===== config.mk =====
export PLATFORM = sky130hd
export DESIGN_NAME = insn_prefix_scanner
export DESIGN_NICKNAME = d
export VERILOG_FILES = /design/src/rtl/insn_prefix_scanner.sv
export SDC_FILE = /design/constraint.sdc
export NUM_CORES = 1
export LEC_CHECK = 0
export ABC_AREA = 0
export BUFFER_PORTS_ARGS = -buffer_cell sky130_fd_sc_hd__buf_2
export CORE_MARGIN = 4
export CORE_UTILIZATION = 50
export DETAILED_ROUTE_END_ITERATION = 16
export PLACE_DENSITY = 0.76
export SLEW_MARGIN = 20
export SYNTH_ARGS = -nofsm -noshare
export SYNTH_HDL_FRONTEND = slang
export SYNTH_SLANG_ARGS = --single-unit

===== constraint.sdc =====
create_clock -name clk -period 6.25 [get_ports clk]
set_input_delay 0.9375 -clock clk [delete_from_list [all_inputs] [get_ports clk]]
set_output_delay 0.9375 -clock clk [all_outputs]
set_load 0.02 [all_outputs]

===== src/rtl/insn_prefix_scanner.sv =====
module insn_prefix_scanner #(
  parameter int MAX_LEN = 15
) (
  input  logic       clk,
  input  logic       rst,
  input  logic       byte_vld,
  input  logic [7:0] byte_in,
  input  logic       insn_start,
  input  logic       mode64,
  output logic       sum_vld,
  output logic [3:0] sum_rex,
  output logic       sum_osz,
  output logic [7:0] sum_mand,
  output logic [7:0] sum_opc,
  output logic       sum_esc,
  output logic       sum_lenflt
);

  localparam int CW = $clog2(MAX_LEN + 2);

  logic          busy;
  logic [CW-1:0] cnt;
  logic [3:0]    rex_q;
  logic          s66_q;
  logic [7:0]    mand_q;
  logic          esc_q;

  wire take = byte_vld & (insn_start | busy);

  wire [CW-1:0] cur_cnt  = insn_start ? '0 : cnt;
  wire [3:0]    cur_rex  = insn_start ? 4'h0 : rex_q;
  wire          cur_66   = ~insn_start & s66_q;
  wire [7:0]    cur_mand = insn_start ? 8'h00 : mand_q;
  wire          cur_esc  = ~insn_start & esc_q;

  wire is_seg  = (byte_in == 8'h26) | (byte_in == 8'h2E) | (byte_in == 8'h36) |
                 (byte_in == 8'h3E) | (byte_in == 8'h64) | (byte_in == 8'h65);
  wire is_mpx  = (byte_in == 8'h66) | (byte_in == 8'hF2) | (byte_in == 8'hF3);
  wire is_leg  = is_seg | is_mpx | (byte_in == 8'h67) | (byte_in == 8'hF0);
  wire is_rex  = mode64 & (byte_in[7:4] == 4'h4);
  wire is_escb = (byte_in == 8'h0F);
  wire is_opc  = cur_esc | ~(is_leg | is_rex | is_escb);
  wire over    = (cur_cnt == CW'(MAX_LEN));
  wire done    = take & (is_opc | over);

  wire mand_act = cur_esc & (cur_mand == 8'h66);
  wire osz_eff  = cur_66 & ~(cur_rex[3] & ~mand_act);

  always_ff @(posedge clk) begin
    if (rst) begin
      busy       <= 1'b0;
      cnt        <= '0;
      rex_q      <= 4'h0;
      s66_q      <= 1'b0;
      mand_q     <= 8'h00;
      esc_q      <= 1'b0;
      sum_vld    <= 1'b0;
      sum_rex    <= 4'h0;
      sum_osz    <= 1'b0;
      sum_mand   <= 8'h00;
      sum_opc    <= 8'h00;
      sum_esc    <= 1'b0;
      sum_lenflt <= 1'b0;
    end else begin
      sum_vld <= 1'b0;
      if (done) begin
        busy       <= 1'b0;
        sum_vld    <= 1'b1;
        sum_rex    <= cur_rex;
        sum_osz    <= osz_eff;
        sum_mand   <= cur_mand;
        sum_opc    <= byte_in;
        sum_esc    <= cur_esc;
        sum_lenflt <= over;
      end else if (take) begin
        busy   <= 1'b1;
        cnt    <= cur_cnt + 1'b1;
        rex_q  <= is_rex ? byte_in[3:0] : (is_escb ? cur_rex : 4'h0);
        s66_q  <= cur_66 | (byte_in == 8'h66);
        mand_q <= is_mpx ? byte_in : cur_mand;
        esc_q  <= cur_esc | is_escb;
      end
    end
  end

endmodule


# Word-level counts from Yosys, hierarchy flattened
# Cells that the tools add are included.
[totals]
reg_bits = 44
input_bits = 13
output_inout_bits = 24
elab_cells = 68
[classes]
add_sub_neg = 1
eq_ne = 15
muxes = 7
n_bitwise = 30
reduce_logical = 2
[ops]
columns = ["op", "count"]
rows = [
  ["8-bit by 7-bit == test with 1-bit output, second input constant", 5],
  ["8-bit by 6-bit == test with 1-bit output, second input constant", 4],
  ["8-bit == test, second input constant", 3],
  ["1-bit OR", 17],
  ["8-bit two-way mux", 2],
  ["4-bit two-way mux", 3],
  ["1-bit bitwise AND", 8],
  ["8-bit by 4-bit == test with 1-bit output, second input constant", 1],
  ["5-bit by 1-bit adder with 5-bit output, second input constant", 1],
  ["5-bit by 4-bit == test with 1-bit output, second input constant", 1],
  ["5-bit two-way mux", 1],
  ["1-bit NOT", 5],
  ["4-bit by 3-bit == test with 1-bit output, second input constant", 1],
  ["2-bit AND reduction", 1],
  ["2-bit OR reduction", 1],
  ["1-bit two-way mux", 1],
]

# Longest topological paths before layout
# Gate-level depths: netlist of the first run.
[logic_depth]
ltp_word = 17
depth_mapped = 12
depth_no_buf = 9

# Worst setup path after synthesis of the first run
# OpenSTA, ideal clock, no wires.
[synth_path]
path_kind = "input port to flip-flop"
start = "in insn_start"
end = "reg cnt[3]"
setup_time_ps = 70
t_arrival_ps = 3250
required_ps = 6180
path_slack_ps = 2930
path_stages = 12
cell_sequence = "clkbuf_1 -> inv_1 -> clkbuf_1 -> and4_1 -> ha_1 -> clkbuf_1 -> nor2b_1 -> o21ai_0 -> a41o_1 -> buf_6 -> or4_1 -> a21oi_1"
[synth_between]
elab_cells_between_ends = 12
classes_between = "add/sub: 1; eq/ne: 1; mux: 1; bitwise: 8; reduce/logical: 1"
[synth_lines]
columns = ["item", "line", "source"]
rows = [
  ["start, declared", "8", "input logic insn_start,"],
  ["5-bit two-way mux", "30", "wire [CW-1:0] cur_cnt = insn_start ? '0 : cnt;"],
  ["5-bit by 4-bit == test with 1-bit output", "43", "wire over = (cur_cnt == CW'(MAX_LEN));"],
  ["via over", "43", ""],
  ["1-bit OR", "44", "wire done = take & (is_opc | over);"],
  ["1-bit bitwise AND", "44", ""],
  ["1-bit NOT (no line)", "--", ""],
  ["2-bit AND reduction (no line)", "--", ""],
  ["end signal, assigned", "77", "cnt <= cur_cnt + 1'b1;"],
  ["end, declared", "22", "logic [CW-1:0] cnt;"],
]
# The timed path passes the listed nets, and every way through them passes these cells.
# A chain may end at the register's enable or synchronous reset.

# Worst setup path in the final report of the first run
[layout_path]
start = "in insn_start"
end = "reg mand_q[0]"
[layout_between]
elab_cells_between_ends = 13
classes_between = "eq/ne: 1; mux: 3; bitwise: 8; reduce/logical: 1"
[layout_lines]
columns = ["item", "line", "source"]
rows = [
  ["5-bit two-way mux", "30", ""],
  ["5-bit by 4-bit == test with 1-bit output", "43", ""],
  ["via over", "43", ""],
  ["1-bit OR", "44", ""],
  ["1-bit bitwise AND", "44", ""],
  ["1-bit NOT (no line)", "--", ""],
  ["2-bit AND reduction (no line)", "--", ""],
  ["end signal, assigned", "80", "mand_q <= is_mpx ? byte_in : cur_mand;"],
  ["end, declared", "25", "logic [7:0] mand_q;"],
]
# The timed path passes the listed nets, and every way through them passes these cells.

==> metrics.md, run 1 <==
| Metric | Value |
|---|---|
| Final GP Congestion | `between 0.8 and 0.9` |
| Hold Vio Cnt, Final | `0` |
| Design Area, Final | `between 2000 and 2500 sq um` |
| Die Area | `4980 sq um` |
| Worst-margin pin slew | `0.978 ns` |
| Area Growth Syn to Fin | `14.1%` |
| Placed inst area | `2130 sq um` |
| Die W | `between 70 and 80 microns` |
| Io pins | `37` |
| Worst path cell trace | `buf_2 > nor2b_1 > ha_1 > and4_1 > ha_1 > nor2b_1 > o21ai_0 > a41oi_1 > a21oi_1 > a22o_1` |
| Iter 0 DRT Violations | `120` |
| Starting Density | `0.527` |
| TritonCTS Buffers | `5` |
| Final ANT Viol Nets | `0` |
| Worst Path Max Fanout | `25` |
| Wirelength, routed | `4.75 mm` |
| First-pass GRT wire length | `~7.8 mm` |
| Placeable Area | `approximately 3700 sq um` |
| Leakage | `approximately 0.00086 uW` |
| Vias in the first global route | `between 1500 and 2000` |
| Max Clk Rate | `roughly 0.27 GHz` |
| Most frequent cells in the layout | `dfxtp_1 (44), buf_2 (36), a21oi_1 (31), nand3_1 (24), o2111ai_1 (13)` |
| Crit. End Element | `flip-flop` |
| Drt first pass iters | `4` |
| Hold buffer count at CTS | `0` |
| Grt total ovfl | `0` |
| Yosys warning total | `0` |
| CTS tree | `done` |
| Clock latency on the worst-skew pair | `around 0.3 ns` |
| Setup-failing EPs final | `0` |
| Crit-path leading delay family | `compound AO/OA/AOI/OAI gates` |
| Crit path buf inv count | `1` |
| Setup TNS | `0 ns` |
| Worst path slowest cell | `a41oi_1` |
| Syn Inst Count | `between 200 and 250` |
| DR DRC count | `0` |
| Max_cap viols | `0` |
| Final period utilization | `0.594` |
| Initial antenna violation count | `0` |
| Cell variety after synth | `40` |
| Power Density | `240 nW/um^2` |
| Die H | `roughly 71 microns` |
| Final Instance Count excl. Fillers | `~300` |
| Layout cells sized above 1 | `0.200` |
| Post-cts sizing count | `0` |
| Diodes inserted | `0` |
| Layout Skew | `0.00470 ns` |
| Crit-path max cell delay | `roughly 0.72 ns` |
| Max IR drop VDD | `0.156 mV` |
| Largest net degree at the start of global routing | `40` |
| Area of the mapped netlist | `between 1500 and 2000 sq um` |
| Worst-path clk slew | `approximately 0.080 ns` |
| DP Worst Slack | `around 2.3 ns` |
| Vias per cell | `6.05` |
| Port Buffers | `36` |
| Placed Instances | `290` |
| Final Total Pwr | `around 540 uW` |
| H-Tree Depth | `2` |
| Max-slew violations | `0` |
| Status | `completed` |
| Crit Path Class | `in -> reg` |
| Avg Inst Size Synth | `between 8 and 9 sq um` |
| RSZ-0062 raised after global routing | `no` |
| Final WS setup | `between 2 and 3 ns` |
| Fill cells | `340` |
| Syn nets | `about 240` |
| Clock buffer depth | `2` |
| #FFs+latches synth | `between 40 and 50` |
| Nets | `between 200 and 300` |
| Critical path startpoint category | `input pin` |
| HP Class | `reg -> reg` |
| Row count | `22` |
| DP Wirelength | `3.17 mm` |
| Most common cell after layout, fill and taps aside | `dfxtp_1` |
| Sequential share of the synthesized area | `0.450` |
| Arrival @ worst endpoint | `3.91 ns` |
| Clk sink count | `between 40 and 50` |
| Root Driver | `clkbuf_8` |
| Slew headroom | `0.346` |
| WL/cell | `approximately 16 microns` |
| Total track usage | `0.191` |
| Post-CTS setup buffer count | `0` |
| Via count | `roughly 1800` |
| WP data required | `around 6.5 ns` |
| Min Tclk post-route | `approximately 3.7 ns` |
final cells by class:
type                            count  area [sq um]  share of cell area
Clock inverter                      2          35.0              0.0157
Timing Repair Buffer               37           188              0.0840
Multi-Input combinational cell    157           982               0.440
Sequential cell                    44           881               0.394
Inverter                            4          15.0             0.00672
Clock buffer                        6          72.6              0.0325
Tap cell                           48          60.1              0.0269
kinds of logic (layout without fill, tap and decap cells):
| family | after synthesis | in the layout | synth area share |
|---|---|---|---|
| buffers and inverters | 23 | 49 | 0.0486 |
| AO/OA/AOI/OAI | 86 | 86 | 0.293 |
| flip-flops | 44 | 44 | 0.450 |
| AND/OR/NAND/NOR | 69 | 69 | 0.196 |
| adder cells (fa/ha/maj) | 2 | 2 | 0.0128 |
Yosys cell counts, drive strengths merged:
library cell / number / area share
clkbuf: 17 / 0.033
a41oi: 2 / 0.0089
o21a: 1 / 0.0038
a2111oi: 1 / 0.0045
nand3b: 1 / 0.0038
o211ai: 8 / 0.031
nor4bb: 1 / 0.0051
inv: 4 / 0.0077
and3: 2 / 0.0064
nand2b: 2 / 0.0064
nand3: 24 / 0.061
ha: 2 / 0.013
nand4: 2 / 0.0064
nor3: 2 / 0.0051
and3b: 2 / 0.0089
buf: 2 / 0.0083
nor2b: 5 / 0.016
nand2: 11 / 0.021
nor3b: 4 / 0.018
a41o: 3 / 0.015
and4b: 1 / 0.0051
o21ai: 10 / 0.026
or4: 1 / 0.0038
nor4: 1 / 0.0032
a211oi: 3 / 0.012
a31o: 5 / 0.022
a31oi: 4 / 0.013
a21boi: 1 / 0.0038
a21oi: 31 / 0.079
o2111ai: 13 / 0.058
and4: 1 / 0.0045
and2: 1 / 0.0032
a21o: 3 / 0.012
nor4b: 1 / 0.0045
nor2: 7 / 0.013
dfxtp: 44 / 0.45
a22o: 1 / 0.0045
routing by layer:
layer	vias to the layer above	GRT usage	wire length, microns
li1	912	-	-
met1	845	0.246	2200
met2	43	0.310	2240
met3	2	0.0625	289
met4	0	0.0522	22
met5	-	0	0
through the flow:
step	utilization	hold slack, ns
after global routing	0.601	0.491
after floorplan	-	0.441
after detailed placement	0.572	0.455
final	0.601	0.462
after global placement	0.572	0.447
after CTS	0.601	0.466
state kept, by name, indices dropped and copies added, names as in the netlist:
register / flops
mand_q: 8
sum_mand: 8
busy: 1
rex_q: 4
sum_osz: 1
sum_lenflt: 1
sum_rex: 4
esc_q: 1
s66_q: 1
sum_vld: 1
sum_esc: 1
sum_opc: 8
cnt: 5
final timing paths:
| kind | start | cells past startpoint | to | slack (ns) |
|---|---|---|---|---|
| worst max register to register | cnt[1] | 9 | mand_q[0] | 3.01 |
| worst min-delay path | sum_mand[3] | 2 | sum_mand[3] | 0.46 |
| worst min register to register | sum_mand[3] | 2 | sum_mand[3] | 0.46 |
| worst max-delay path | insn_start | 10 | mand_q[0] | 2.54 |
worst min-delay path, stage by stage (launching register included):
cell and delay, ns:
dfxtp_1 0.31, nand3_1 0.06, a21oi_1 0.05
report_power, final:
| group | internal (uW) | switching [uW] |
|---|---|---|
| combinational | 11.3 | 29.0 |
| sequential | 283 | 1.50 |
| clock | 119 | 93.4 |
(Power assumes the default switching activity.)
==> run 2, diff against run 1 <==
Clock period 6.25 ns to 3.8 ns, I/O delays scaled along.
==> run 2 against run 1 <==
Effect of this change:
- core utilization up 1.2 points
- final area increased by 2.0%
- global-route usage rose by 0.22 points
- die area is the same
- hold slack better by 0.0028 ns
- total power rose by 69%
==> metrics.md, run 2 (synthesis results as in run 1) <==
| Metric | Value |
|---|---|
| Clock latency on the worst-skew pair | `0.29 ns (about the same)` |
| Post-CTS setup buffer count | `0 (unchanged)` |
| Biggest regs | `mand_q x8, sum_mand x8, sum_opc x8` |
| Max-slew violations | `0 (unchanged)` |
| Port Buffers | `36 (unchanged)` |
| Final GP Congestion | `0.824 (+2.0%)` |
| Initial antenna violation count | `0 (unchanged)` |
| Worst Path Max Fanout | `14 (-44%)` |
| Setup-failing EPs final | `0 (unchanged)` |
| R2R Setup Slk | `1.33 ns (-1.68 ns)` |
| Placed inst area | `2160 sq um (+1.4%)` |
| Clock power frac | `0.409 (+0.014)` |
| Arrival @ worst endpoint | `2.80 ns (-1.11 ns)` |
| FF-to-FF path depth | `9 (unchanged)` |
| WL/cell | `14.9 microns (-6.2%)` |
| Post-cts sizing count | `0 (unchanged)` |
| Combinational power share | `0.074 (about the same)` |
| Final Total Pwr | `906 uW (+69%)` |
| Vias per cell | `5.97 (-1.2%)` |
| Crit. End Element | `flip-flop` |
| RSZ-0062 raised after global routing | `no` |
| Design Area, Final | `2280 sq um (+2.0%)` |
| CTS tree | `done` |
| Total track usage | `0.193 (+0.00218)` |
| Area Growth Syn to Fin | `16.3%` |
| Crit-path max cell delay | `0.49 ns (-0.23 ns)` |
| Status | `completed` |
| Starting Density | `0.527 (unchanged)` |
| Die Area | `4980 sq um (unchanged)` |
| Crit Path Class | `in -> reg` |
| Vias in the first global route | `1677 (+2.9%)` |
| Layout Skew | `0.00567 ns (+0.000975 ns)` |
| Max IR drop VDD | `0.206 mV (+33%)` |
| Layout cells sized above 1 | `0.217 (+0.0165)` |
| Hold Slack | `0.465 ns (+0.00282 ns)` |
| Iter 0 DRT Violations | `225 (+88%)` |
| Worst setup path endpoint | `cnt[3]` |
| DR DRC count | `0 (unchanged)` |
| Worst path cell trace | `buf_2 > nor2b_1 > ha_1 > and4_1 > ha_1 > nor2b_1 > o21ai_0 > a41o_1 > or4_1 > a21oi_1` |
| Most common cell after layout, fill and taps aside | `dfxtp_1` |
| Fill cells | `343 (+0.88%)` |
| Internal cell power | `701 uW (+70%)` |
| Largest net degree at the start of global routing | `40 (unchanged)` |
| WP data required | `4.02 ns (-2.43 ns)` |
| Diodes inserted | `0 (unchanged)` |
| Critical path startpoint category | `input pin` |
| Hold buffer count at CTS | `0 (unchanged)` |
| Sequential power share | `0.517 (-0.013)` |
| FF-to-FF End | `cnt[3]` |
| Setup TNS | `0 ns (unchanged)` |
| Max_cap viols | `0 (unchanged)` |
| Root Driver | `clkbuf_8` |
| Crit-path leading delay family | `simple AND/OR/NAND/NOR gates` |
| Worst r2r src | `cnt[0]` |
| First-pass GRT wire length | `7.96 mm (+2.2%)` |
| Sw frac | `0.226 (-0.00451)` |
| TritonCTS Buffers | `5 (unchanged)` |
| Final period utilization | `0.681` |
| Final ANT Viol Nets | `0 (unchanged)` |
| Power Density | `398 nW/um^2 (+65%)` |
| Net Sw Power | `205 uW (+65%)` |
| Worst path slowest cell | `or4_1` |
| Final Instance Count excl. Fillers | `302 (+1.3%)` |
| Row count | `22 (unchanged)` |
| Io pins | `37 (unchanged)` |
| Placeable Area | `3720 sq um (unchanged)` |
| Clock buffer depth | `2 (unchanged)` |
| Grt total ovfl | `0 (unchanged)` |
| Placed Instances | `294 (+1.4%)` |
| Die H | `70.6 microns (unchanged)` |
| Leakage | `0.000888 uW (+3.1%)` |
| Drt first pass iters | `4 (unchanged)` |
| Hold Vio Cnt, Final | `0 (unchanged)` |
| Slew headroom | `0.523 (+0.177)` |
| Worst-path clk slew | `0.09 ns (about the same)` |
| CP startpoint | `insn_start` |
| H-Tree Depth | `2 (unchanged)` |
| Clk sink count | `44 (unchanged)` |
| Die W | `70.6 microns (unchanged)` |
| Most frequent cells in the layout | `dfxtp_1 (44), buf_2 (36), a21oi_1 (31), nand3_1 (24), o2111ai_1 (13)` |
| Nets | `268 (+1.5%)` |
| Max Clk Rate | `0.386 GHz` |
| CP Depth | `10 (unchanged)` |
| DP Wirelength | `3.17 mm (-0.14%)` |
| Via count | `1804 (+0.11%)` |
| Crit path buf inv count | `1 (unchanged)` |
| Worst-margin pin slew | `0.716 ns (-0.262 ns)` |
| Min Tclk post-route | `approximately 2.6 ns` |
| Wirelength, routed | `4.51 mm (-4.9%)` |
| HP Class | `reg -> reg` |
-- run 2: through the flow --
stage               worst slack [ns]  utilization
finish                          1.21        0.613
floorplan                      0.847            -
CTS                             1.21        0.613
global placement                1.00        0.580
global route                    1.02        0.613
detailed placement             0.922        0.580
-- run 2: cell type report --
| type | instances | area, sq um | area share |
|---|---|---|---|
| Sequential cell | 44 | 881 | 0.387 |
| Timing Repair Buffer | 41 | 218 | 0.0956 |
| Multi-Input combinational cell | 157 | 982 | 0.431 |
| Clock buffer | 6 | 82.6 | 0.0363 |
| Tap cell | 48 | 60.1 | 0.0264 |
| Inverter | 4 | 15.0 | 0.00659 |
| Clock inverter | 2 | 38.8 | 0.0170 |
-- run 2: worst min path at each step --
stage / startpoint / to / slack, ns / depth (start not counted)
global route: sum_rex[2] / sum_rex[2] / 0.49 / 2
global placement: sum_rex[3] / sum_rex[3] / 0.45 / 2
CTS: sum_rex[0] / sum_rex[0] / 0.47 / 2
detailed placement: sum_rex[1] / sum_rex[1] / 0.46 / 2
floorplan: mand_q[2] / mand_q[2] / 0.44 / 1
finish: sum_mand[3] / sum_mand[3] / 0.47 / 2
-- run 2: tightest hold or removal path: cells and delay by family, from the launching register on --
family          cells  cell delay (ns)
compound gates      1             0.05
simple gates        1             0.06
flops               1             0.32
-- run 2: layer usage --
layer / vias up / track usage / share of wire
met5: - / 0 / 0
met4: 0 / 0.0376 / 0.0060
met3: 2 / 0.0440 / 0.047
met2: 39 / 0.326 / 0.48
met1: 845 / 0.256 / 0.46
li1: 918 / - / -
-- run 2: power by group through the flow --
| stage | Combinational (uW) | Clock (uW) | Sequential [uW] |
|---|---|---|---|
| global route | 74.9 | 399 | 469 |
| finish | 67.2 | 370 | 468 |
| detailed placement | 67.0 | 0 | 479 |
| floorplan | 36.5 | 0 | 485 |
| CTS | 67.2 | 378 | 469 |
| global placement | 66.4 | 0 | 479 |
